<file path="config.mk">
export PLATFORM = sky130hd
export DESIGN_NAME = mcast_hash_filter
export DESIGN_NICKNAME = d
export VERILOG_FILES = /design/src/rtl/mhf_pkg.sv /design/src/rtl/mhf_crc.sv /design/src/rtl/mhf_addr_seq.sv /design/src/rtl/mhf_table.sv /design/src/rtl/mcast_hash_filter.sv
export SDC_FILE = /design/constraint.sdc
export NUM_CORES = 1
export LEC_CHECK = 0
export BUFFER_PORTS_ARGS = -buffer_cell sky130_fd_sc_hd__buf_4
export CAP_MARGIN = 20
export CORE_MARGIN = 2
export CORE_UTILIZATION = 50
export DETAILED_ROUTE_END_ITERATION = 6
export PLACE_DENSITY = 0.69
export SLEW_MARGIN = 20
export SYNTH_ARGS = -nofsm -noshare
export SYNTH_HDL_FRONTEND = slang
export SYNTH_SLANG_ARGS = --single-unit
</file>
<file path="constraint.sdc">
create_clock -name clk_i -period 2.82 [get_ports clk_i]
set_input_delay 0.423 -clock clk_i [delete_from_list [all_inputs] [get_ports clk_i]]
set_output_delay 0.423 -clock clk_i [all_outputs]
set_load 0.03 [all_outputs]
</file>
<file path="src/rtl/mhf_pkg.sv">
package mhf_pkg;
  typedef enum logic [1:0] {
    SW_NOP  = 2'b00,
    SW_SET  = 2'b01,
    SW_CLR  = 2'b10,
    SW_WREG = 2'b11
  } sw_op_e;
endpackage

</file>
<file path="src/rtl/mhf_crc.sv">
module mhf_crc #(
  parameter int          CRC_W = 32,
  parameter int          IDX_W = 8,
  parameter logic [31:0] POLY  = 32'h04C11DB7
) (
  input  logic             clk_i,
  input  logic             rst_ni,
  input  logic             en_i,
  input  logic             init_i,
  input  logic [7:0]       byte_i,
  output logic [IDX_W-1:0] idx_o
);
  logic [CRC_W-1:0] crc_q, crc_d;

  // shift-left register fed LSB first == bit-reversed reflected CRC
  always_comb begin
    logic [CRC_W-1:0] c;
    logic             fb;
    c = init_i ? {CRC_W{1'b1}} : crc_q;
    for (int i = 0; i < 8; i++) begin
      fb = c[CRC_W-1] ^ byte_i[i];
      c  = {c[CRC_W-2:0], 1'b0} ^ (fb ? POLY[CRC_W-1:0] : {CRC_W{1'b0}});
    end
    crc_d = c;
  end

  always_ff @(posedge clk_i or negedge rst_ni) begin
    if (!rst_ni)   crc_q <= {CRC_W{1'b1}};
    else if (en_i) crc_q <= crc_d;
  end

  assign idx_o = crc_q[CRC_W-1 -: IDX_W];

  a_r2_hold_when_idle: assert property (@(posedge clk_i) disable iff (!rst_ni)
    !en_i |=> $stable(crc_q));
endmodule

</file>
<file path="src/rtl/mhf_addr_seq.sv">
module mhf_addr_seq #(
  parameter int N_BYTES = 6
) (
  input  logic clk_i,
  input  logic rst_ni,
  input  logic valid_i,
  input  logic first_i,
  input  logic grp_bit_i,
  output logic crc_en_o,
  output logic crc_init_o,
  output logic done_o,
  output logic grp_o
);
  localparam int CNT_W = $clog2(N_BYTES + 1);

  logic [CNT_W-1:0] cnt_q, cnt_d;
  logic             take, done_q, grp_q;

  assign take  = valid_i && (first_i || (cnt_q != '0 && cnt_q < CNT_W'(N_BYTES)));
  assign cnt_d = first_i ? CNT_W'(1) : cnt_q + CNT_W'(1);

  always_ff @(posedge clk_i or negedge rst_ni) begin
    if (!rst_ni) begin
      cnt_q  <= '0;
      done_q <= 1'b0;
      grp_q  <= 1'b0;
    end else begin
      done_q <= 1'b0;
      if (take) begin
        cnt_q <= cnt_d;
        if (first_i) grp_q <= grp_bit_i;
        if (cnt_d == CNT_W'(N_BYTES)) done_q <= 1'b1;
      end
    end
  end

  assign crc_en_o   = take;
  assign crc_init_o = first_i;
  assign done_o     = done_q;
  assign grp_o      = grp_q;

  a_r9_cnt_bound: assert property (@(posedge clk_i) disable iff (!rst_ni)
    cnt_q <= CNT_W'(N_BYTES));
  a_r9_done_full: assert property (@(posedge clk_i) disable iff (!rst_ni)
    done_q |-> cnt_q == CNT_W'(N_BYTES));
endmodule

</file>
<file path="src/rtl/mhf_table.sv">
module mhf_table
  import mhf_pkg::*;
#(
  parameter int N_REGS = 8,
  parameter int REG_W  = 32
) (
  input  logic                              clk_i,
  input  logic                              rst_ni,
  input  sw_op_e                            sw_op_i,
  input  logic [$clog2(N_REGS*REG_W)-1:0]   sw_idx_i,
  input  logic [REG_W-1:0]                  sw_wdata_i,
  input  logic [$clog2(N_REGS*REG_W)-1:0]   lk_idx_i,
  output logic                              lk_bit_o,
  input  logic [$clog2(N_REGS)-1:0]         rd_sel_i,
  output logic [REG_W-1:0]                  rd_data_o
);
  localparam int IDX_W = $clog2(N_REGS*REG_W);
  localparam int SEL_W = $clog2(N_REGS);
  localparam int BIT_W = $clog2(REG_W);

  logic [N_REGS-1:0][REG_W-1:0] tbl_q;
  logic [SEL_W-1:0] sw_sel, lk_sel;
  logic [BIT_W-1:0] sw_bit, lk_bit;

  assign sw_sel = sw_idx_i[IDX_W-1 -: SEL_W];
  assign sw_bit = sw_idx_i[BIT_W-1:0];
  assign lk_sel = lk_idx_i[IDX_W-1 -: SEL_W];
  assign lk_bit = lk_idx_i[BIT_W-1:0];

  // MSB-first numbering: bit b lives at REG_W-1-b == ~b
  always_ff @(posedge clk_i or negedge rst_ni) begin
    if (!rst_ni) begin
      tbl_q <= '0;
    end else begin
      for (int r = 0; r < N_REGS; r++) begin
        if (sw_sel == SEL_W'(r)) begin
          unique case (sw_op_i)
            SW_SET:  tbl_q[r][~sw_bit] <= 1'b1;
            SW_CLR:  tbl_q[r][~sw_bit] <= 1'b0;
            SW_WREG: tbl_q[r]          <= sw_wdata_i;
            default: ;
          endcase
        end
      end
    end
  end

  assign lk_bit_o  = tbl_q[lk_sel][~lk_bit];
  assign rd_data_o = tbl_q[rd_sel_i];

  a_r6_set_lands: assert property (@(posedge clk_i) disable iff (!rst_ni)
    sw_op_i == SW_SET |=> tbl_q[$past(sw_sel)][~$past(sw_bit)]);
  a_r7_clr_lands: assert property (@(posedge clk_i) disable iff (!rst_ni)
    sw_op_i == SW_CLR |=> !tbl_q[$past(sw_sel)][~$past(sw_bit)]);
  a_r8_word_lands: assert property (@(posedge clk_i) disable iff (!rst_ni)
    sw_op_i == SW_WREG |=> tbl_q[$past(sw_sel)] == $past(sw_wdata_i));
  a_r8_nop_keeps: assert property (@(posedge clk_i) disable iff (!rst_ni)
    sw_op_i == SW_NOP |=> $stable(tbl_q));
endmodule

</file>
<file path="src/rtl/mcast_hash_filter.sv">
module mcast_hash_filter
  import mhf_pkg::*;
#(
  parameter int          ADDR_BYTES = 6,
  parameter int          N_REGS     = 8,
  parameter int          REG_W      = 32,
  parameter logic [31:0] CRC_POLY   = 32'h04C11DB7,
  localparam int         IDX_W      = $clog2(N_REGS*REG_W),
  localparam int         SEL_W      = $clog2(N_REGS)
) (
  input  logic             clk_i,
  input  logic             rst_ni,
  input  logic             byte_valid_i,
  input  logic             byte_first_i,
  input  logic [7:0]       byte_data_i,
  input  logic [1:0]       sw_op_i,
  input  logic [IDX_W-1:0] sw_idx_i,
  input  logic [REG_W-1:0] sw_wdata_i,
  input  logic [SEL_W-1:0] rd_sel_i,
  output logic [REG_W-1:0] rd_data_o,
  output logic             result_valid_o,
  output logic             accept_o,
  output logic             is_group_o,
  output logic [IDX_W-1:0] hash_idx_o
);
  logic             crc_en, crc_init, done, grp, lk_bit;
  logic [IDX_W-1:0] lk_idx;
  logic             valid_q, acc_q, grp_q;
  logic [IDX_W-1:0] idx_q;

  mhf_addr_seq #(.N_BYTES(ADDR_BYTES)) u_seq (
    .clk_i     (clk_i),
    .rst_ni    (rst_ni),
    .valid_i   (byte_valid_i),
    .first_i   (byte_first_i),
    .grp_bit_i (byte_data_i[0]),
    .crc_en_o  (crc_en),
    .crc_init_o(crc_init),
    .done_o    (done),
    .grp_o     (grp)
  );

  mhf_crc #(.CRC_W(32), .IDX_W(IDX_W), .POLY(CRC_POLY)) u_crc (
    .clk_i (clk_i),
    .rst_ni(rst_ni),
    .en_i  (crc_en),
    .init_i(crc_init),
    .byte_i(byte_data_i),
    .idx_o (lk_idx)
  );

  mhf_table #(.N_REGS(N_REGS), .REG_W(REG_W)) u_tbl (
    .clk_i     (clk_i),
    .rst_ni    (rst_ni),
    .sw_op_i   (sw_op_e'(sw_op_i)),
    .sw_idx_i  (sw_idx_i),
    .sw_wdata_i(sw_wdata_i),
    .lk_idx_i  (lk_idx),
    .lk_bit_o  (lk_bit),
    .rd_sel_i  (rd_sel_i),
    .rd_data_o (rd_data_o)
  );

  always_ff @(posedge clk_i or negedge rst_ni) begin
    if (!rst_ni) begin
      valid_q <= 1'b0;
      acc_q   <= 1'b0;
      grp_q   <= 1'b0;
      idx_q   <= '0;
    end else begin
      valid_q <= done;
      acc_q   <= done && grp && lk_bit;
      if (done) begin
        grp_q <= grp;
        idx_q <= lk_idx;
      end
    end
  end

  assign result_valid_o = valid_q;
  assign accept_o       = acc_q;
  assign is_group_o     = grp_q;
  assign hash_idx_o     = idx_q;

  a_r3_single_pulse: assert property (@(posedge clk_i) disable iff (!rst_ni)
    result_valid_o |=> !result_valid_o);
  a_r5_accept_in_strobe: assert property (@(posedge clk_i) disable iff (!rst_ni)
    accept_o |-> result_valid_o && is_group_o);
  a_r3_follows_done: assert property (@(posedge clk_i) disable iff (!rst_ni)
    done |=> result_valid_o);
endmodule

</file>
After elaboration in Yosys (flattened, before gate mapping)
Cells that the tools add are included.
Widths: inputs -> output; s select.
- bits in registers: 304
- bits of input ports: 57
- output and inout bits: 43
- word-level logic and storage cells: 115
- add/subtract/negate cells: 1
- order comparisons: 6
- equality and inequality tests: 11
- muxes and demuxes: 28
- bitwise operators: 35
- reductions and logical operators: 18
- operators with widths (kind ; number):
    $pmux 32 s3 ; 8
    $and 32x32->32 ; 8
    $or 32x32->32 ; 8
    $xor 32x32->32 ; 8
    $mux 27 ; 8
    $bmux 32 s3 ; 2
    $mux 32 ; 3
    $not 32->32 ; 1
    $reduce_and 2->1 ; 9
    $eq 3x3->1 const B ; 5
    $lt 5x6->1 const B ; 2
    $not 5->5 ; 2
    $lt 3x4->1 const B ; 2
    $xor 1x1->1 ; 8
    $eq 3x2->1 const B ; 2
    $reduce_bool 3->1 ; 2
    $bmux 1 s5 ; 1
    $demux 1 s5 ; 1
    $ge 5x1->1 const B ; 1
    $logic_and 1x1->1 ; 5
    $eq 2x2->1 const B ; 2
    $mux 1 ; 4
    $add 3x1->3 const B ; 1
    $eq 3x1->1 const B ; 1
    5 further kinds ; 5

Depth between registers and ports, before layout
Gate-level depths: netlist (run 1).
- word-level depth: 25
- gate-level depth with buffers: 12
- gate-level depth less buffers: 7

Modules after synthesis
A second synthesis (run 1) with hierarchy kept.
- cells, all modules: 1648
- area, all modules: 17845.9 sq um
- modules (own cells, without submodules) (module ; instances ; cells an instance ; area each (sq um) ; sequential area each (sq um)):
    mhf_table ; 1 ; 1342 ; 14368.8 ; 6406.1
    mhf_crc ; 1 ; 254 ; 2742.6 ; 840.8
    mcast_hash_filter ; 1 ; 22 ; 429.2 ; 275.3
    mhf_addr_seq ; 1 ; 30 ; 305.3 ; 125.1

Worst setup path before layout (run 1)
OpenSTA, ideal clock, no wires.
- kind: input -> output
- from: in rd_sel_i[1]
- to: out rd_data_o[30]
- arrival: 2.415 ns
- required time: 2.397 ns
- slack: -0.018 ns
- stages on the path: 5
- buffers on the path: 3
- path through: clkbuf_1 > buf_1 > clkbuf_1 > mux4_2 > mux2_2
- cells in the longest elaborated chain, start to end: 2
- RTL lines (what ; line ; RTL):
    start, declared ; mcast_hash_filter.sv:19 ; input logic [SEL_W-1:0] rd_sel_i,
    $bmux 32 s3 ; mhf_table.sv:49 ; assign rd_data_o = tbl_q[rd_sel_i];
    $mux 32 (not written as such) ; mhf_table.sv:49 ;
    end, declared ; mcast_hash_filter.sv:20 ; output logic [REG_W-1:0] rd_data_o,
Every way passes these cells. The select of a mux whose other input is x is not followed.

Worst setup path in the final report (run 1)
- from: reg u_crc.crc_q[30]
- to: reg acc_q, in the netlist accept_o
- cells in the longest elaborated chain, start to end: 5
- RTL lines (what ; line ; RTL):
    start, declared ; mhf_crc.sv:13 ; logic [CRC_W-1:0] crc_q, crc_d;
    start signal, assigned ; mhf_crc.sv:28 ; if (!rst_ni) crc_q <= {CRC_W{1'b1}};
    start signal, assigned ; mhf_crc.sv:29 ; else if (en_i) crc_q <= crc_d;
    $bmux 32 s3 ; mhf_table.sv:48 ; assign lk_bit_o = tbl_q[lk_sel][~lk_bit];
    $mux 32 (not written as such) ; mhf_table.sv:48 ;
    $bmux 1 s5 ; mhf_table.sv:48 ;
    $mux 1 (not written as such) ; mhf_table.sv:48 ;
    $logic_and 1x1->1 ; mcast_hash_filter.sv:72 ; acc_q <= done && grp && lk_bit;
    end signal, assigned ; mcast_hash_filter.sv:72 ;
    end, declared ; mcast_hash_filter.sv:28 ; logic valid_q, acc_q, grp_q;
Every way passes these cells. The select of a mux whose other input is x is not followed.
A chain may end at the register's enable or synchronous reset.

==> impl_results.html, run 1 <==
<table>
<tr><th>Metric</th><th>Value</th></tr>
<tr><th colspan="2">Outcome</th></tr>
<tr><td>Status</td><td>finished, violations left</td></tr>
<tr><td>Violated checks</td><td>design-rule violations</td></tr>
<tr><th colspan="2">Timing</th></tr>
<tr><td>Worst hold-check slack</td><td>0.181 ns</td></tr>
<tr><td>Clock period minus worst slack</td><td>2.74 ns</td></tr>
<tr><td>Max-slew violation total from the final report</td><td>0</td></tr>
<tr><td>Clock tree skew after final layout</td><td>0.00961 ns</td></tr>
<tr><td>Final count of negative-setup-slack endpoints</td><td>0</td></tr>
<tr><td>Max_slew headroom</td><td>0.240</td></tr>
<tr><td>F_max</td><td>364 MHz</td></tr>
<tr><td>Final hold viol count</td><td>0</td></tr>
<tr><td>Crit share post-route</td><td>0.973</td></tr>
<tr><td>Worst slew pin tran</td><td>1.14 ns</td></tr>
<tr><th colspan="2">Power</th></tr>
<tr><td>Power per unit of standard cell area</td><td>979 nW/um2</td></tr>
<tr><td>Share of total power in sequential cells</td><td>0.351</td></tr>
<tr><td>Portion of total power attributed to the clock network</td><td>0.251</td></tr>
<tr><td>Leakage power total</td><td>0.00792 uW</td></tr>
<tr><td>Worst vdd ir</td><td>0.629 mV</td></tr>
<tr><td>Cell Int Power</td><td>12500 uW</td></tr>
<tr><td>Comb power frac</td><td>0.399</td></tr>
<tr><td>Design Power</td><td>19300 uW</td></tr>
<tr><td>Net switching power</td><td>6850 uW</td></tr>
<tr><td>Switching power share of the total</td><td>0.355</td></tr>
<tr><th colspan="2">Placed design</th></tr>
<tr><td>Placed wire-length estimate</td><td>34000 um</td></tr>
<tr><td>Buffers on Ports</td><td>99</td></tr>
<tr><td>Gp weighted congestion</td><td>0.915</td></tr>
<tr><th colspan="2">Min path</th></tr>
<tr><td>Type of the worst min-delay path</td><td>in2reg</td></tr>
<tr><th colspan="2">CTS</th></tr>
<tr><td>Worst-Skew Late Latency</td><td>0.52 ns</td></tr>
<tr><td>Clock transition at path regs</td><td>0.06 ns</td></tr>
<tr><td>H-tree depth</td><td>2</td></tr>
<tr><td>CTS root buffer</td><td>clkbuf_16</td></tr>
<tr><td>CTS buffer count</td><td>34</td></tr>
<tr><td>TritonCTS clock tree</td><td>built</td></tr>
<tr><td>Total number of clock tree sinks</td><td>304</td></tr>
<tr><td>Max Buffers Root-to-Sink</td><td>3</td></tr>
<tr><th colspan="2">Synth</th></tr>
<tr><td>Syn Std Cell Area</td><td>17000 um2</td></tr>
<tr><td>Cell types occupying the most area after synthesis</td><td>dfrtp_1 (40%), o21ai_0 (15%), mux4_2 (14%)</td></tr>
<tr><td>Top-area cell type share of the netlist area</td><td>0.402</td></tr>
<tr><td>Async set-or-reset flop fraction in the synthesized netlist</td><td>1.00</td></tr>
<tr><td>Most used DFF post-synth</td><td>dfrtp_1</td></tr>
<tr><td>Number of library cell types mapped by synthesis</td><td>60</td></tr>
<tr><td>Yosys warning count</td><td>0</td></tr>
<tr><td>Synthesis-stage register bit count</td><td>304</td></tr>
<tr><td>Synthesized instance count</td><td>1588</td></tr>
<tr><td>Average cell area after synthesis</td><td>10.7 um2</td></tr>
<tr><td>Number of synthesized flops with an enable pin</td><td>0</td></tr>
<tr><td>Cell type with the largest total area after synthesis</td><td>dfrtp_1</td></tr>
<tr><td>Sequential share of the synthesized area</td><td>0.451</td></tr>
<tr><td>Mapped Nets</td><td>1647</td></tr>
<tr><th colspan="2">Finish</th></tr>
<tr><td>Final layout net count</td><td>1738</td></tr>
<tr><td>Most common cell after layout, fill and taps aside</td><td>o21ai_0</td></tr>
<tr><td>Antenna diode count</td><td>0</td></tr>
<tr><td>Proportion of layout cells with a drive suffix above 1</td><td>0.262</td></tr>
<tr><td>Syn-to-layout area delta</td><td>16.4%</td></tr>
<tr><td>Top library cells by usage in the layout, fill and taps aside</td><td>o21ai_0 (505), dfrtp_1 (272), buf_4 (167), mux4_2 (105), nor2_1 (89)</td></tr>
<tr><th colspan="2">Die</th></tr>
<tr><td>Number of placement rows</td><td>67</td></tr>
<tr><td>IO Pins</td><td>100</td></tr>
<tr><td>Starting Density</td><td>0.507</td></tr>
<tr><td>Area enclosed by the die boundary</td><td>35400 um2</td></tr>
<tr><td>Vert. Die Dim</td><td>188 um</td></tr>
<tr><td>Horizontal die dimension</td><td>188 um</td></tr>
<tr><td>Area of the core region</td><td>33400 um2</td></tr>
<tr><th colspan="2">Critical path</th></tr>
<tr><td>Largest driver fanout on the critical path</td><td>7</td></tr>
<tr><td>CP Class</td><td>reg2reg</td></tr>
<tr><td>Critical Path Start Type</td><td>flip-flop</td></tr>
<tr><td>Data arrival time of the critical path</td><td>3.17 ns</td></tr>
<tr><td>WP data required</td><td>3.25 ns</td></tr>
<tr><td>Critical path capture point type</td><td>flip-flop</td></tr>
<tr><th colspan="2">Route</th></tr>
<tr><td>TritonRoute pass-1 iters</td><td>7</td></tr>
<tr><td>Total via count in the routed design</td><td>14200</td></tr>
<tr><td>Number of remaining DRC errors</td><td>2</td></tr>
<tr><td>Number of DRC markers after the initial detailed-route iteration</td><td>1506</td></tr>
<tr><td>Total wirelength of the detailed-routed design</td><td>52600 um</td></tr>
<tr><td>Mean routed wirelength per cell</td><td>24.4 um</td></tr>
<tr><td>Residual antenna-violating net count after detailed routing</td><td>0</td></tr>
<tr><td>Routed vias/inst</td><td>6.60</td></tr>
<tr><th colspan="2">Global routing</th></tr>
<tr><td>GRT Residual Overflow</td><td>0</td></tr>
<tr><td>Antenna violations before repair</td><td>0</td></tr>
<tr><td>Largest net degree at the start of global routing</td><td>68</td></tr>
<tr><td>Tot GR Track Use</td><td>0.301</td></tr>
<tr><td>Wire length of the first global-routing pass</td><td>82600 um</td></tr>
<tr><td>Via count of the first global-routing pass</td><td>14200</td></tr>
<tr><th colspan="2">Flow run</th></tr>
<tr><td>Maximum capacitance violations</td><td>0</td></tr>
</table>
[state kept, by name, summed over array words and instances, names as in the netlist]
| signal | flops |
|---|---|
| u_crc.crc_q | 32 |
| u_seq.cnt_q | 3 |
| result_valid_o | 1 |
| u_seq.done_o | 1 |
| hash_idx_o | 8 |
| accept_o | 1 |
| u_tbl.tbl_q | 256 |
| is_group_o | 1 |
| u_seq.grp_o | 1 |
[path summary, 6_finish.rpt]
check | startpoint | end | slack [ns] | cells after the start
max | u_crc.crc_q[30] | accept_o | 0.08 | 8
min | byte_data_i[0] | u_seq.grp_o | 0.18 | 2
max reg2reg | u_crc.crc_q[30] | accept_o | 0.08 | 8
min reg2reg | u_crc.crc_q[8] | u_crc.crc_q[8] | 0.46 | 2
max in group asynchronous | rst_ni | u_tbl.tbl_q[59] | 1.38 | 3
min in group asynchronous | rst_ni | u_tbl.tbl_q[162] | 0.46 | 2
[power by group through the flow]
stage	registers (uW)	logic [uW]	clock network, uW
floorplan	6410	5530	0
global placement	6760	7370	0
detailed placement	6810	7530	0
CTS	6760	7570	4890
global route	6890	8310	5070
finish	6770	7700	4840
[critical path, stage by stage (launching register included)]
cell,delay [ns]
dfstp_4,0.69
clkbuf_4,0.21
buf_4,0.15
mux4_2,0.18
a21oi_1,0.07
or4b_4,0.51
or4_4,0.56
a2bb2o_4,0.23
o221ai_1,0.06
[repair_timing]
action                                  in CTS  in global routing
endpoints found under the setup margin       0                  3
endpoints found under the hold margin       58                  0
buffers inserted                             0                  7
hold buffers                                 1                  0
gates resized for setup                      0                  2
[metal layers]
layer | GRT usage | part of all wire
met1 | 0.409 | 0.39
met3 | 0.0496 | 0.092
met4 | 0.117 | 0.035
met2 | 0.485 | 0.48
met5 | 0.0110 | 0.00093
[cell usage after synthesis (all sizes together) (32+ instances only)]
| cell | number |
|---|---|
| a21oi | 55 |
| nand2 | 61 |
| mux2i | 39 |
| clkbuf | 90 |
| dfstp | 32 |
| buf | 36 |
| dfrtp | 272 |
| o21ai | 539 |
| nor2 | 90 |
| xnor2 | 60 |
| mux4 | 110 |
| mux2 | 49 |
[final cells by class]
class / instances / area [um2]
inverters: 6 / 22.5
fillers: 2732 / 13700
multi-input cells: 1152 / 8760
clock buffers: 52 / 1050
repair buffers: 181 / 1510
flip-flops and latches: 304 / 7650
well taps: 448 / 561
clock inverters: 8 / 165
[cell families (layout without fill, tap and decap cells)]
logic type,after synthesis,in the layout,share of synthesized area
mux,198,198,0.203
flops,304,304,0.451
compound gates,663,663,0.208
fa+ha+maj,2,2,0.00148
xor+xnor,78,78,0.0455
buf+inv,132,247,0.0342
simple gates,211,211,0.0573
[stage by stage]
stage	TNS (ns)	area, um2	utilization	cells	worst slack [ns]
3_5_place_dp	0	18400	0.551	2083	0.108
5_1_grt	-0.00576	19700	0.590	2151	-0.00576
6_report	0	19700	0.590	2151	0.0765
2_1_floorplan	0	17000	-	1588	0.0694
3_3_place_gp	0	18400	0.551	2083	0.132
4_1_cts	0	19700	0.588	2144	0.0736
Note: power is estimated with default switching activity, not from simulation.
==> run 2: changes to the inputs <==
--- a/config.mk
+++ b/config.mk
@@ -5,6 +5,7 @@
 export SDC_FILE = /design/constraint.sdc
 export NUM_CORES = 1
 export LEC_CHECK = 0
+export ABC_AREA = 1
 export BUFFER_PORTS_ARGS = -buffer_cell sky130_fd_sc_hd__buf_4
 export CAP_MARGIN = 20
 export CORE_MARGIN = 2
==> impl_results.html, run 2 <==
<table>
<tr><th>Metric</th><th>Value</th></tr>
<tr><th colspan="2">Outcome</th></tr>
<tr><td>Status</td><td>complete, no violations (was finished, violations left)</td></tr>
<tr><th colspan="2">Min path</th></tr>
<tr><td>Type of the worst min-delay path</td><td>in2reg (unchanged)</td></tr>
<tr><th colspan="2">Route</th></tr>
<tr><td>Mean routed wirelength per cell</td><td>18.7 um (was 24.4 um)</td></tr>
<tr><td>Routed vias/inst</td><td>5.79 (was 6.60)</td></tr>
<tr><td>Total via count in the routed design</td><td>18800 (was 14200)</td></tr>
<tr><td>Number of DRC markers after the initial detailed-route iteration</td><td>1931 (was 1506)</td></tr>
<tr><td>Number of remaining DRC errors</td><td>0 (was 2)</td></tr>
<tr><td>Total wirelength of the detailed-routed design</td><td>60500 um (was 52600 um)</td></tr>
<tr><td>TritonRoute pass-1 iters</td><td>6 (was 7)</td></tr>
<tr><td>Residual antenna-violating net count after detailed routing</td><td>0 (unchanged)</td></tr>
<tr><th colspan="2">Die</th></tr>
<tr><td>Starting Density</td><td>0.510 (was 0.507)</td></tr>
<tr><td>Area enclosed by the die boundary</td><td>39100 um2 (was 35400 um2)</td></tr>
<tr><td>Horizontal die dimension</td><td>198 um (was 188 um)</td></tr>
<tr><td>IO Pins</td><td>100 (unchanged)</td></tr>
<tr><td>Number of placement rows</td><td>70 (was 67)</td></tr>
<tr><td>Vert. Die Dim</td><td>198 um (was 188 um)</td></tr>
<tr><td>Area of the core region</td><td>36800 um2 (was 33400 um2)</td></tr>
<tr><th colspan="2">Critical path</th></tr>
<tr><td>WP data required</td><td>2.40 ns (was 3.25 ns)</td></tr>
<tr><td>CP delay by family, top</td><td>buffers and inverters (was simple AND/OR/NAND/NOR gates)</td></tr>
<tr><td>Buf/Inv on CP</td><td>4 (was 2)</td></tr>
<tr><td>Critical path's slowest cell</td><td>clkinv_2 (was dfstp_4)</td></tr>
<tr><td>CP Class</td><td>in2out (was reg2reg)</td></tr>
<tr><td>Cell mode on critical path</td><td>buf_4</td></tr>
<tr><td>Worst R2R Start</td><td>u_crc.crc_q[31] (was u_crc.crc_q[30])</td></tr>
<tr><td>End point of the critical path</td><td>rd_data_o[26] (was accept_o)</td></tr>
<tr><td>Largest driver fanout on the critical path</td><td>41 (was 7)</td></tr>
<tr><td>Critical path capture point type</td><td>output port (was flip-flop)</td></tr>
<tr><td>R2R cell count</td><td>10 (was 8)</td></tr>
<tr><td>Logic depth of the worst path, buffers included</td><td>9 (was 8)</td></tr>
<tr><td>Critical Path Start Type</td><td>input pin (was flip-flop)</td></tr>
<tr><td>Data arrival time of the critical path</td><td>2.06 ns (was 3.17 ns)</td></tr>
<tr><td>Slowest Stage Delay on Critical Path</td><td>0.38 ns (was 0.69 ns)</td></tr>
<tr><td>Critical path, cell by cell</td><td>buf_4 -&gt; clkinv_2 -&gt; buf_12 -&gt; a21oi_1 -&gt; o21ai_0 -&gt; nand2_1 -&gt; nor2_1 -&gt; a31oi_1 -&gt; buf_4 (was clkbuf_4 -&gt; buf_4 -&gt; mux4_2 -&gt; a21oi_1 -&gt; or4b_4 -&gt; or4_4 -&gt; a2bb2o_4 -&gt; o221ai_1)</td></tr>
<tr><td>Reg-to-reg critical path endpoint</td><td>u_crc.crc_q[11] (was accept_o)</td></tr>
<tr><td>Beginning of the critical path</td><td>rd_sel_i[0] (was u_crc.crc_q[30])</td></tr>
<tr><td>Reg2reg setup slack</td><td>0.48 ns (was 0.08 ns)</td></tr>
<tr><th colspan="2">Finish</th></tr>
<tr><td>Proportion of layout cells with a drive suffix above 1</td><td>0.0975 (was 0.262)</td></tr>
<tr><td>Utilization after layout</td><td>0.580 (was 0.590)</td></tr>
<tr><td>Top library cells by usage in the layout, fill and taps aside</td><td>o21ai_0 (483), inv_1 (481), nand2_1 (331), nor2_1 (278), dfrtp_1 (272) (was o21ai_0 (505), dfrtp_1 (272), buf_4 (167), mux4_2 (105), nor2_1 (89))</td></tr>
<tr><td>Antenna diode count</td><td>0 (unchanged)</td></tr>
<tr><td>Final layout net count</td><td>2799 (was 1738)</td></tr>
<tr><td>Number of flip-flops under the largest register name</td><td>256 (unchanged)</td></tr>
<tr><td>Fill cell total of the finished layout</td><td>3428 (was 2732)</td></tr>
<tr><td>Most common cell after layout, fill and taps aside</td><td>o21ai_0 (unchanged)</td></tr>
<tr><td>Largest Register</td><td>u_tbl.tbl_q (unchanged)</td></tr>
<tr><td>Syn-to-layout area delta</td><td>13.9% (was 16.4%)</td></tr>
<tr><th colspan="2">Timing</th></tr>
<tr><td>Post-route setup TNS</td><td>0 ns (unchanged)</td></tr>
<tr><td>Max-slew violation total from the final report</td><td>0 (unchanged)</td></tr>
<tr><td>Clock tree skew after final layout</td><td>0.0242 ns (was 0.00961 ns)</td></tr>
<tr><td>Final hold viol count</td><td>0 (unchanged)</td></tr>
<tr><td>RSZ-0062 raised after global routing</td><td>no</td></tr>
<tr><td>F_max</td><td>402 MHz (was 364 MHz)</td></tr>
<tr><td>Max_slew headroom</td><td>0.510 (was 0.240)</td></tr>
<tr><td>Crit share post-route</td><td>0.882 (was 0.973)</td></tr>
<tr><td>Clock period minus worst slack</td><td>2.49 ns (was 2.74 ns)</td></tr>
<tr><td>Worst slew pin tran</td><td>0.733 ns (was 1.14 ns)</td></tr>
<tr><td>Final count of negative-setup-slack endpoints</td><td>0 (unchanged)</td></tr>
<tr><th colspan="2">Synth</th></tr>
<tr><td>Async set-or-reset flop fraction in the synthesized netlist</td><td>1.00 (unchanged)</td></tr>
<tr><td>Sequential share of the synthesized area</td><td>0.408 (was 0.451)</td></tr>
<tr><td>Cell types occupying the most area after synthesis</td><td>dfrtp_1 (36%), o21ai_0 (13%), inv_1 (9.7%) (was dfrtp_1 (40%), o21ai_0 (15%), mux4_2 (14%))</td></tr>
<tr><td>Top-area cell type share of the netlist area</td><td>0.363 (was 0.402)</td></tr>
<tr><td>Yosys warning count</td><td>0 (unchanged)</td></tr>
<tr><td>Number of synthesized flops with an enable pin</td><td>0 (unchanged)</td></tr>
<tr><td>Most used DFF post-synth</td><td>dfrtp_1 (unchanged)</td></tr>
<tr><td>Synthesized instance count</td><td>2719 (was 1588)</td></tr>
<tr><td>Syn Std Cell Area</td><td>18800 um2 (was 17000 um2)</td></tr>
<tr><td>Mapped Nets</td><td>2778 (was 1647)</td></tr>
<tr><td>Average cell area after synthesis</td><td>6.90 um2 (was 10.7 um2)</td></tr>
<tr><td>Synthesis-stage register bit count</td><td>304 (unchanged)</td></tr>
<tr><td>Synth top cells by count</td><td>inv_1 (483), o21ai_0 (483), nand2_1 (339), nor2_1 (278), dfrtp_1 (272) (was o21ai_0 (505), dfrtp_1 (272), mux4_2 (105), clkbuf_1 (90), nor2_1 (89))</td></tr>
<tr><td>Number of library cell types mapped by synthesis</td><td>35 (was 60)</td></tr>
<tr><td>Cell type with the largest total area after synthesis</td><td>dfrtp_1 (unchanged)</td></tr>
<tr><th colspan="2">Placed design</th></tr>
<tr><td>Gp weighted congestion</td><td>0.877 (was 0.915)</td></tr>
<tr><td>Placed wire-length estimate</td><td>37100 um (was 34000 um)</td></tr>
<tr><td>Buffers on Ports</td><td>99 (unchanged)</td></tr>
<tr><th colspan="2">CTS</th></tr>
<tr><td>Total number of clock tree sinks</td><td>304 (unchanged)</td></tr>
<tr><td>H-tree depth</td><td>2 (unchanged)</td></tr>
<tr><td>CTS root buffer</td><td>clkbuf_16 (unchanged)</td></tr>
<tr><td>Max Buffers Root-to-Sink</td><td>3 (unchanged)</td></tr>
<tr><td>TritonCTS clock tree</td><td>built (unchanged)</td></tr>
<tr><td>Worst-Skew Late Latency</td><td>0.54 ns (was 0.52 ns)</td></tr>
<tr><td>Clock transition at path regs</td><td>0.05 ns (was 0.06 ns)</td></tr>
<tr><td>Gates resized, CTS repair</td><td>0 (unchanged)</td></tr>
<tr><td>CTS buffer count</td><td>38 (was 34)</td></tr>
<tr><th colspan="2">Power</th></tr>
<tr><td>Worst vdd ir</td><td>0.543 mV (was 0.629 mV)</td></tr>
<tr><td>Power per unit of standard cell area</td><td>933 nW/um2 (was 979 nW/um2)</td></tr>
<tr><td>Leakage power total</td><td>0.0107 uW (was 0.00792 uW)</td></tr>
<tr><th colspan="2">Global routing</th></tr>
<tr><td>Tot GR Track Use</td><td>0.314 (was 0.301)</td></tr>
<tr><td>Antenna violations before repair</td><td>0 (unchanged)</td></tr>
<tr><td>GRT Residual Overflow</td><td>0 (unchanged)</td></tr>
<tr><td>Largest net degree at the start of global routing</td><td>138 (was 68)</td></tr>
<tr><td>Via count of the first global-routing pass</td><td>18000 (was 14200)</td></tr>
<tr><td>Wire length of the first global-routing pass</td><td>96200 um (was 82600 um)</td></tr>
<tr><th colspan="2">Flow run</th></tr>
<tr><td>Maximum capacitance violations</td><td>0 (unchanged)</td></tr>
</table>
-- run 2: layout make-up --
class                      count  area [um2]  share of cell area
clock inverter                 7        41.3             0.00193
multi-input combinational   1752        8620               0.404
inverter                     495        1860              0.0871
clock buffer                  61        1140              0.0533
timing repair buffer         149        1450              0.0681
tap                          468         586              0.0274
sequential                   304        7650               0.358
-- run 2: metrics by stage --
step	hold WS (ns)	cell area [um2]	total power [uW]	instances	setup WS (ns)
finish	0.104	21400	19900	3236	0.333
CTS	0.0897	21400	19900	3236	0.332
floorplan	0.127	18800	12400	2719	0.458
detailed placement	0.378	20200	15200	3167	0.334
global route	0.112	21400	21300	3236	0.206
global placement	0.382	20200	14900	3167	0.331
-- run 2: where the power goes --
group | switching (uW) | internal (uW) | leakage, uW
clock network | 1900 | 2760 | 0.000579
logic | 5560 | 2960 | 0.00654
registers | 930 | 5810 | 0.00358
-- run 2: logic make-up after synthesis --
logic type,Yosys count,synth area share
compound gates,845,0.237
flops,304,0.408
fa+ha+maj,2,0.00133
simple gates,844,0.185
xor+xnor,61,0.0347
buf+inv,663,0.134
-- run 2: timing repair --
action,in CTS,in global routing
buffers inserted,0,0
hold endpoints to repair,34,0
hold buffers,1,0
-- run 2: worst min path at each step --
stage | startpoint | depth (start not counted) | slack (ns) | endpoint
floorplan | rst_ni | 0 | 0.13 | accept_o
global placement | rst_ni | 1 | 0.38 | u_tbl.tbl_q[72]
detailed placement | rst_ni | 1 | 0.38 | u_tbl.tbl_q[72]
CTS | byte_valid_i | 2 | 0.09 | u_seq.grp_o
global route | byte_valid_i | 2 | 0.11 | u_seq.grp_o
finish | byte_valid_i | 2 | 0.10 | u_seq.grp_o
-- run 2: routing by layer --
metal / global-route usage / share of wire / vias to the layer above
met1: 0.422 / 0.41 / 8698
met4: 0.141 / 0.041 / 0
met5: 0 / 0 / -
met3: 0.0422 / 0.093 / 194
li1: - / - / 8851
met2: 0.508 / 0.46 / 1008
